<file path="src/rtl/sp_delta_pkg.sv">
`timescale 1ns/1ps
package sp_delta_pkg;
  typedef enum logic [2:0] {
    OP_OTHER = 3'd0,
    OP_PUSH  = 3'd1,
    OP_POP   = 3'd2,
    OP_CALL  = 3'd3,
    OP_RET   = 3'd4
  } op_class_e;
endpackage

</file>
<file path="src/rtl/sp_size_dec.sv">
`timescale 1ns/1ps
module sp_size_dec #(
  parameter int DELTA_W = 8
) (
  input  logic [1:0]                size_code,
  output logic signed [DELTA_W-1:0] bytes
);
  always_comb begin
    case (size_code)
      2'd0:    bytes = DELTA_W'(2);
      2'd1:    bytes = DELTA_W'(4);
      default: bytes = DELTA_W'(8);
    endcase
  end
endmodule

</file>
<file path="src/rtl/sp_ckpt_ram.sv">
`timescale 1ns/1ps
module sp_ckpt_ram #(
  parameter int TAG_W  = 2,
  parameter int DATA_W = 8
) (
  input  logic              clk,
  input  logic              we,
  input  logic [TAG_W-1:0]  waddr,
  input  logic [DATA_W-1:0] wdata,
  input  logic [TAG_W-1:0]  raddr,
  output logic [DATA_W-1:0] rdata
);
  localparam int DEPTH = 1 << TAG_W;

  logic [DATA_W-1:0] mem [DEPTH];

  always_ff @(posedge clk) begin
    if (we) mem[waddr] <= wdata;
  end

  assign rdata = mem[raddr];
endmodule

</file>
<file path="src/rtl/sp_delta_next.sv">
`timescale 1ns/1ps
module sp_delta_next
  import sp_delta_pkg::*;
#(
  parameter int DELTA_W = 8
) (
  input  logic signed [DELTA_W-1:0] cur,
  input  logic [2:0]                cls,
  input  logic signed [DELTA_W-1:0] bytes,
  input  logic                      sp_explicit,
  output logic signed [DELTA_W-1:0] nxt,
  output logic signed [DELTA_W-1:0] disp,
  output logic                      sync
);
  logic                      is_dn, is_up, ovf;
  logic signed [DELTA_W:0]   cur_w, bytes_w, lo_w, hi_w;
  logic signed [DELTA_W-1:0] base;

  always_comb begin
    is_dn   = (cls == OP_PUSH) || (cls == OP_CALL);
    is_up   = (cls == OP_POP)  || (cls == OP_RET);
    cur_w   = {cur[DELTA_W-1], cur};
    bytes_w = {bytes[DELTA_W-1], bytes};
    lo_w    = cur_w - bytes_w;
    hi_w    = cur_w + bytes_w;
    ovf     = (is_dn && (lo_w[DELTA_W] != lo_w[DELTA_W-1])) ||
              (is_up && (hi_w[DELTA_W] != hi_w[DELTA_W-1]));
    sync    = (cur != '0) && (sp_explicit || ovf);
    base    = sync ? '0 : cur;
    if (is_dn) begin
      nxt  = base - bytes;
      disp = nxt;
    end else if (is_up) begin
      nxt  = base + bytes;
      disp = base;
    end else begin
      nxt  = base;
      disp = base;
    end
  end

  // a zero offset never leads to a sync request
  always_comb begin
    p_zero_no_sync_r6: assert (!(sync && (cur == '0)));
  end
endmodule

</file>
<file path="src/rtl/sp_delta_tracker.sv">
`timescale 1ns/1ps
module sp_delta_tracker
  import sp_delta_pkg::*;
#(
  parameter int DELTA_W = 8,
  parameter int TAG_W   = 2
) (
  input  logic                      clk,
  input  logic                      rst,
  input  logic                      in_valid,
  input  logic [2:0]                in_class,
  input  logic [1:0]                in_size,
  input  logic                      in_sp_explicit,
  input  logic                      in_ckpt,
  input  logic [TAG_W-1:0]          in_tag,
  input  logic                      mispredict,
  input  logic [TAG_W-1:0]          mp_tag,
  output logic                      out_valid,
  output logic signed [DELTA_W-1:0] out_disp,
  output logic                      out_sync,
  output logic signed [DELTA_W-1:0] out_sync_delta,
  output logic signed [DELTA_W-1:0] delta_q
);
  localparam logic signed [DELTA_W-1:0] MIN_V   = {1'b1, {(DELTA_W-1){1'b0}}};
  localparam logic signed [DELTA_W-1:0] MAX_V   = {1'b0, {(DELTA_W-1){1'b1}}};
  localparam logic signed [DELTA_W-1:0] SAFE_LO = MIN_V + DELTA_W'(8);
  localparam logic signed [DELTA_W-1:0] SAFE_HI = MAX_V - DELTA_W'(8);

  logic signed [DELTA_W-1:0] bytes, nxt, disp;
  logic                      sync;
  logic [DELTA_W-1:0]        ck_rd;
  logic                      accept;

  assign accept = in_valid && !mispredict;

  sp_size_dec #(.DELTA_W(DELTA_W)) u_size (
    .size_code (in_size),
    .bytes     (bytes)
  );

  sp_delta_next #(.DELTA_W(DELTA_W)) u_next (
    .cur         (delta_q),
    .cls         (in_class),
    .bytes       (bytes),
    .sp_explicit (in_sp_explicit),
    .nxt         (nxt),
    .disp        (disp),
    .sync        (sync)
  );

  sp_ckpt_ram #(.TAG_W(TAG_W), .DATA_W(DELTA_W)) u_ckpt (
    .clk   (clk),
    .we    (accept && in_ckpt),
    .waddr (in_tag),
    .wdata (nxt),
    .raddr (mp_tag),
    .rdata (ck_rd)
  );

  always_ff @(posedge clk) begin
    if (rst) begin
      delta_q        <= '0;
      out_valid      <= 1'b0;
      out_sync       <= 1'b0;
      out_disp       <= '0;
      out_sync_delta <= '0;
    end else if (mispredict) begin
      delta_q   <= ck_rd;
      out_valid <= 1'b0;
      out_sync  <= 1'b0;
    end else if (in_valid) begin
      delta_q        <= nxt;
      out_valid      <= 1'b1;
      out_disp       <= disp;
      out_sync       <= sync;
      out_sync_delta <= sync ? delta_q : '0;
    end else begin
      out_valid <= 1'b0;
      out_sync  <= 1'b0;
    end
  end

  // sync requests ride only on valid outputs and carry a nonzero offset
  p_sync_carries_r10: assert property (@(posedge clk) disable iff (rst)
    out_sync |-> (out_valid && (out_sync_delta != '0)));

  // idle cycles leave the offset alone
  p_idle_hold_r9: assert property (@(posedge clk) disable iff (rst)
    (!in_valid && !mispredict) |=> ($stable(delta_q) && !out_valid));

  // an instruction beside a mispredict is dropped
  p_flush_drop_r8: assert property (@(posedge clk) disable iff (rst)
    mispredict |=> !out_valid);

  // a push or call away from the range edge lowers the offset
  p_push_down_r2: assert property (@(posedge clk) disable iff (rst)
    (accept && !in_sp_explicit && ((in_class == OP_PUSH) || (in_class == OP_CALL))
     && (delta_q >= SAFE_LO)) |=> (delta_q < $past(delta_q)));

  // a pop or return away from the range edge raises the offset
  p_pop_up_r3: assert property (@(posedge clk) disable iff (rst)
    (accept && !in_sp_explicit && ((in_class == OP_POP) || (in_class == OP_RET))
     && (delta_q <= SAFE_HI)) |=> (delta_q > $past(delta_q)));

  // an explicit use with a nonzero offset yields a sync
  p_explicit_sync_r5: assert property (@(posedge clk) disable iff (rst)
    (accept && in_sp_explicit && (delta_q != '0)) |=> (out_sync && (out_sync_delta == $past(delta_q))));

  // an 8-byte push close to the lower edge is preceded by a sync
  p_edge_sync_r7: assert property (@(posedge clk) disable iff (rst)
    (accept && (in_class == OP_PUSH) && (in_size == 2'd2) && (delta_q < SAFE_LO))
    |=> (out_sync && (delta_q == -DELTA_W'(8))));
endmodule

</file>
<file path="config.mk">
export PLATFORM = sky130hd
export DESIGN_NAME = sp_delta_tracker
export DESIGN_NICKNAME = d
export VERILOG_FILES = /design/src/rtl/sp_delta_pkg.sv /design/src/rtl/sp_size_dec.sv /design/src/rtl/sp_ckpt_ram.sv /design/src/rtl/sp_delta_next.sv /design/src/rtl/sp_delta_tracker.sv
export SDC_FILE = /design/constraint.sdc
export NUM_CORES = 1
export LEC_CHECK = 0
export ABC_AREA = 1
export ABC_CLOCK_PERIOD_IN_PS = 6900
export BUFFER_PORTS_ARGS = -buffer_cell sky130_fd_sc_hd__buf_2
export CAP_MARGIN = 0
export CORE_MARGIN = 5
export CORE_UTILIZATION = 60
export CTS_CLUSTER_SIZE = 20
export DETAILED_ROUTE_END_ITERATION = 10
export HOLD_SLACK_MARGIN = 0.02
export PLACE_DENSITY = 0.93
export SYNTH_ARGS = -nofsm -noshare
export SYNTH_HDL_FRONTEND = slang
export SYNTH_SLANG_ARGS = --single-unit
</file>
<file path="constraint.sdc">
create_clock -name clk -period 6.9 [get_ports clk]
set_input_delay 0.345 -clock clk [delete_from_list [all_inputs] [get_ports clk]]
set_output_delay 0.345 -clock clk [all_outputs]
set_load 0.005 [all_outputs]
</file>
======== After elaboration in Yosys (flattened, before gate mapping) ========
Memory sizes are Yosys's and may differ from the RTL's.
Cells that the tools add are included.
cells by class
  add/sub/neg operators ................... 4
  equal/unequal tests ..................... 7
  muxes and demuxes ....................... 11
  bitwise operators ....................... 2
  reduce and logical (&&, ||, !) cells .... 16
operator list
  operator                                                                count
  8-bit 2-to-1 mux                                                        7
  8-bit by 5-bit adder with 9-bit output                                  1
  8-bit by 5-bit subtractor with 9-bit output                             1
  8-bit by 5-bit adder with 8-bit output                                  1
  4-bit one-hot mux with 2 select lines                                   1
  8-bit nonzero test                                                      1
  8-bit by 5-bit subtractor with 8-bit output                             1
  3-bit by 2-bit equality test with 1-bit output (second input constant)  2
  1-bit logical AND                                                       5
  1-bit logical OR                                                        4
  3-bit by 1-bit equality test with 1-bit output (second input constant)  1
  3-bit equality test (second input constant)                             1
  1-bit 2-to-1 mux                                                        3
  3-bit OR reduction                                                      1
  2-bit by 1-bit equality test with 1-bit output (second input constant)  1
  2-bit logical NOT                                                       1
  1-bit inequality test                                                   2
  1-bit NOT                                                               2
  2-bit AND reduction                                                     1
  2-bit nonzero test                                                      1
  2-bit OR reduction                                                      1
  1-bit logical NOT                                                       1
word-level totals
  flip-flop bits (word level) ............. 26
  bits in writable memories ............... 32
  input port bits ......................... 15
  memories kept ........................... 1
memory list
  memory      depth  bits a word  rd ports  clocked after memory_dff  write ports  line               text
  u_ckpt.mem  4      8            1         0                         1            sp_ckpt_ram.sv:15  logic [DATA_W-1:0] mem [DEPTH];

======== Depth between registers and ports, before layout ========
  word-level depth ........................ 14
  depth in mapped cells ................... 22
  depth with buffers taken out ............ 22

======== Hierarchy ========
From an unflattened synthesis, not the netlist that was laid out.
second synthesis, totals
  cell total of the unflattened synthesis .. 534
  area, all modules ....................... 3947.5 um^2
modules (own cells, without submodules)
  module            instances  cells each  area an instance (um^2)
  sp_delta_next     1          252         1443.9
  sp_ckpt_ram       1          133         1387.6
  sp_delta_tracker  1          139         1059.8
  sp_size_dec       1          10          56.3

======== Worst setup path before layout ========
Ideal clock, no wire load.
  kind .................................... in2reg
  start point ............................. input in_size[1]
  end point ............................... memory u_ckpt.mem[0][5] (data pin)
  data arrival time ....................... 2.714 ns
  setup slack ............................. 3.915 ns
  stages .................................. 20
  buffers on the path ..................... 0
  cells stage by stage .................... inv_1 > nand2_1 > inv_1 > ha_1 > a21oi_1 > nand2_1 > a21oi_4 > nand2_4 > nand2_4 > inv_1 > nor2_2 > inv_1 > ha_1 > fa_1 > inv_1 > nand3_1 > nand2_1 > xor2_1 > nand2_1 > nand2_1
on the way
  word-level cells in the longest chain between the ends .. 12
  elaborated cells on any way between the ends .. 17
  those cells by class .................... 4 x add/sub; 3 x eq/ne; 4 x mux; 6 x reduce/logical
ends and longest elaborated chain
  element                                                                                                       line                                      text
  from (decl)                                                                                                   sp_delta_tracker.sv:12                    input logic [1:0] in_size,
  2-bit by 1-bit equality test with 1-bit output / 2-bit logical NOT (equally long branches)                    sp_size_dec.sv:9                          case (size_code)
  4-bit one-hot mux with 2 select lines *                                                                       sp_size_dec.sv:9
  8-bit by 5-bit subtractor with 9-bit output / 8-bit by 5-bit adder with 9-bit output (equally long branches)  sp_delta_next.sv:24, sp_delta_next.sv:25
  1-bit inequality test, on equally long branches                                                               sp_delta_next.sv:26, sp_delta_next.sv:27
  1-bit logical AND, on equally long branches                                                                   sp_delta_next.sv:26, sp_delta_next.sv:27
  1-bit logical OR                                                                                              sp_delta_next.sv:26                       ovf = (is_dn && (lo_w[DELTA_W] != lo_w[DELTA_W-1])) ||
  1-bit logical OR                                                                                              sp_delta_next.sv:28                       sync = (cur != '0) && (sp_explicit || ovf);
  1-bit logical AND                                                                                             sp_delta_next.sv:28
  8-bit 2-to-1 mux                                                                                              sp_delta_next.sv:29                       base = sync ? '0 : cur;
  8-bit by 5-bit adder with 8-bit output                                                                        sp_delta_next.sv:34                       nxt = base + bytes;
  8-bit 2-to-1 mux                                                                                              sp_delta_next.sv:33                       end else if (is_up) begin
  8-bit 2-to-1 mux *                                                                                            sp_delta_next.sv:30                       if (is_dn) begin
  via nxt[5]                                                                                                    sp_delta_tracker.sv:29                    logic signed [DELTA_W-1:0] bytes, nxt, disp;
  to (decl)                                                                                                     sp_ckpt_ram.sv:15
Mark *: on every way through the listed nets, which the timed path passes. The rest lies on a longest branch.

======== Worst setup path in the final report ========
  start point ............................. register delta_q[3]
  end point ............................... memory u_ckpt.mem[0][6] (data pin)
on the way
  word-level cells in the longest chain between the ends .. 10
  elaborated cells on any way between the ends .. 15
  those cells by class .................... 4 x add/sub; 2 x eq/ne; 3 x mux; 6 x reduce/logical
ends and longest elaborated chain
  element                                                                                                       line                                      text
  from (decl)                                                                                                   sp_delta_tracker.sv:22                    output logic signed [DELTA_W-1:0] delta_q
  from (signal assigned)                                                                                        sp_delta_tracker.sv:68                    delta_q <= ck_rd;
  from (signal assigned)                                                                                        sp_delta_tracker.sv:72                    delta_q <= nxt;
  8-bit by 5-bit subtractor with 9-bit output / 8-bit by 5-bit adder with 9-bit output (equally long branches)  sp_delta_next.sv:24, sp_delta_next.sv:25
  1-bit inequality test, on equally long branches                                                               sp_delta_next.sv:26, sp_delta_next.sv:27
  1-bit logical AND, on equally long branches                                                                   sp_delta_next.sv:26, sp_delta_next.sv:27
  1-bit logical OR                                                                                              sp_delta_next.sv:26
  1-bit logical OR                                                                                              sp_delta_next.sv:28
  1-bit logical AND                                                                                             sp_delta_next.sv:28
  8-bit 2-to-1 mux *                                                                                            sp_delta_next.sv:29
  8-bit by 5-bit adder with 8-bit output                                                                        sp_delta_next.sv:34
  8-bit 2-to-1 mux                                                                                              sp_delta_next.sv:33
  8-bit 2-to-1 mux *                                                                                            sp_delta_next.sv:30
  via nxt[6]                                                                                                    sp_delta_tracker.sv:29
Marked as above.

==> summary.txt <==
Placement
  – Pre-CTS setup slack: 3.341 ns
  – Dpl hpwl: 5422 um
  – Gpl congestion: 0.9114
  – I/O Buffers: 40

Routing
  – 1st-iter DRT viols: 264
  – Final ANT Viol Nets: 0
  – Via Count: 2716
  – Post-DR wirelength/cell: 16.14 um
  – WL final: 7569 um
  – DR vias/cell: 5.791
  – DR pass1 iterations: 5
  – DR DRC count: 0

Critical path
  – Reg2Reg Depth: 16
  – Most frequent CP cell: inv_1
  – CP endpoint kind: flop
  – Crit-path cells: ha_1 > inv_1 > a21oi_1 > nand2_1 > a21oi_4 > nand2_4 > nand2_4 > inv_1 > nor2_2 > ha_1 > inv_1 > nor2_1 > o21ai_0 > nand4_1 > nand3_1 > nand2_1
  – WP data required: 6.95 ns
  – Worst Path Max Fanout: 10
  – Crit start category: flop
  – Crit path arrival time: 3.47 ns
  – Crit-path slowest cell: dfxtp_1
  – Critical path class: flop to flop
  – R2R Path End: u_ckpt.mem[0][6]$_DFFE_PP_
  – Critical R2R Launch: delta_q[3]$_SDFFE_PP0P_
  – Reg2reg setup slack: 3.49 ns
  – Largest stage delay, worst path: 0.43 ns

CTS
  – Clock transition at the registers of the reported paths: 0.06 ns
  – CTS tree: built
  – Sink Count: 58
  – TritonCTS buffer count: 9
  – Clock Tree Root: clkbuf_8
  – Number of H-tree levels: 3
  – Deepest clock path buffer count: 2
  – Clk Latency, worst-skew pair: 0.34 ns
  – Resized Gates After CTS: 0
  – Postcts setup bufs: 0
  – Hold_buf cts: 0

Floorplan
  – FP Rows: 25
  – I/O pin count: 41
  – Die H: 80.36 um
  – Core area: 4755 um2
  – Full die area: 6458 um2
  – Die W: 80.36 um
  – Initial Utilization: 62.47%

Power
  – Leakage: 1.565 nW
  – PD cells: 232.1 nW/um2
  – VDD IR max: 0.1970 mV

Cells and area
  – Fill cells: 359
  – Multi-input gate area: 1276 um2
  – Fraction of layout cells with a size suffix above 1: 18.66%
  – N_diodes: 0
  – Commonest non-fill, non-tap cell in the layout: nand2_1
  – Register area: 1481 um2
  – Nets: 422
  – Most frequent cells in the layout: nand2_1, inv_1, buf_2, edfxtp_1, nand3_1
  – Layout area overhead: 15.71%

Yosys
  – Post-synthesis adder-cell area fraction: 4.718%
  – Seq cells post-synth: 58
  – Number of synthesized flops with an enable pin: 32
  – Syn Nets: 376
  – Top_reg_cell synth: edfxtp_1
  – XOR/XNOR Fraction of Synth Area: 0.2949%
  – Simple-gate share of the synthesized area: 24.26%
  – Synth Area in Compound Gates: 13.69%
  – Synth async-reset ratio: 0%
  – Largest family of logic cells by synthesized area: simple AND/OR/NAND/NOR gates
  – Synth Instances: 351
  – Post-synthesis mux area share: 0%
  – Cell Area, Synth: 2970 um2
  – Mean Syn Cell Area: 8.463 um2
  – Yosys cell types: 35
  – Register area share after synthesis: 49.87%
  – Yosys warns: 0

GRT
  – GRT Total Usage: 25.69%
  – GRT overflow: 0
  – Global-route wire length before repair: 12390 um
  – Largest net degree at the start of global routing: 25
  – Number of global-route vias before repair: 2566
  – Initial antenna violation count: 0

Hold path
  – Hold Path Origin: rst
  – Hold path depth: 2
  – Worst hold path class: primary input to flop
  – Hold EP: delta_q[2]$_SDFFE_PP0P_

Timing
  – RSZ-0062 raised after global routing: no
  – Final worst setup slack: 3.486 ns
  – Clock skew: 0.006789 ns
  – Max_slew headroom: 49.80%
  – Setup violators final: 0
  – Min Tclk post-route: 3.414 ns
  – Slew at the pin closest to its max-slew limit: 0.7503 ns
  – Final period util: 49.47%
  – Max frequency: 0.2929 GHz
  – Slew Viols, Final: 0
  – Hold Violations, Final: 0
  – Setup Total Neg Slack: 0 ns

Run status
  – Outcome: complete, no violations

Job
  – Max cap viols: 0
-- routing by layer --
| metal | vias up | global-route usage, % | routed length (um) |
|---|---|---|---|
| met2 | 175 | 41.23 | 3537 |
| met3 | 20 | 8.408 | 840 |
| met1 | 1239 | 32.64 | 3024 |
| met5 | - | 0 | 0 |
| met4 | 0 | 8.446 | 166 |
| li1 | 1282 | - | - |
-- cell usage after synthesis (all sizes together) (2+ instances only) --
| library cell | count | area share, % |
|---|---|---|
| a21oi | 29 | 5.3 |
| a31oi | 5 | 1.1 |
| a32o | 6 | 2.0 |
| clkbuf | 9 | 1.1 |
| clkinv | 2 | 0.29 |
| dfxtp | 26 | 18 |
| edfxtp | 32 | 32 |
| fa | 2 | 1.3 |
| ha | 8 | 3.4 |
| inv | 44 | 5.6 |
| nand2 | 84 | 12 |
| nand3 | 31 | 5.4 |
| nand4 | 8 | 1.7 |
| nor2 | 26 | 3.7 |
| nor3 | 6 | 1.2 |
| o21ai | 25 | 4.3 |
| or2 | 2 | 0.42 |
-- registers in the layout, summed over array words and instances, names as in the netlist --
signal          cells
out_sync_delta      8
u_ckpt.mem         32
delta_q             8
out_valid           1
out_disp            8
out_sync            1
-- worst max-delay path, delay by kind of cell (launching register included) --
family,cells,cell delay (ns)
AND/OR/NAND/NOR,8,1.08
AO/OA/AOI/OAI,3,0.71
adder cells (fa/ha/maj),2,0.67
flip-flops,1,0.43
buffers and inverters,3,0.23
-- cells by family after synthesis --
logic type | Yosys count
compound gates | 69
xor+xnor | 1
fa+ha+maj | 10
buf+inv | 56
flops | 58
simple gates | 157
-- final cells by class --
| cell class | instances | share of cell area, % |
|---|---|---|
| Clock buffer | 9 | 3.604 |
| Clock inverter | 7 | 1.747 |
| Inverter | 46 | 5.060 |
| Multi-Input combinational cell | 237 | 37.13 |
| Sequential cell | 58 | 43.10 |
| Tap cell | 67 | 2.439 |
| Timing Repair Buffer | 45 | 6.917 |
-- stage by stage --
step                      cell area, um2  hold WS, ns  std cells  total power (W)  utilization [%]
after floorplan                     2970       0.4618        351        0.0004708                -
after global placement              3253       0.4491        453        0.0005037            68.42
after detailed placement            3253       0.4564        453        0.0005086            68.42
after CTS                           3437       0.3570        469        0.0008005            72.29
after global routing                3437       0.3831        469        0.0008336            72.29
final                               3437       0.3756        469        0.0007979            72.29
-- how the worst max path moves through the flow --
| stage | start | slack (ns) | cells after the start | end |
|---|---|---|---|---|
| 5_1_grt | delta_q[3]$_SDFFE_PP0P_ | 3.27 | 20 | delta_q[5]$_SDFFE_PP0P_ |
| 6_report | delta_q[3]$_SDFFE_PP0P_ | 3.49 | 16 | u_ckpt.mem[0][6]$_DFFE_PP_ |
| 4_1_cts | delta_q[3]$_SDFFE_PP0P_ | 3.53 | 18 | delta_q[3]$_SDFFE_PP0P_ |
| 3_3_place_gp | in_size[1] | 3.44 | 21 | delta_q[3]$_SDFFE_PP0P_ |
| 2_1_floorplan | in_size[1] | 3.92 | 20 | u_ckpt.mem[0][5]$_DFFE_PP_ |
| 3_5_place_dp | in_size[1] | 3.34 | 21 | delta_q[3]$_SDFFE_PP0P_ |
-- power by group --
group / total (W) / internal, W / switching [W]
clock network: 0.000294 / 0.000162 / 0.000132
logic: 0.000115 / 0.0000379 / 0.0000769
registers: 0.000390 / 0.000379 / 0.0000107
No activity file was read; power rests on OpenSTA's default activity.
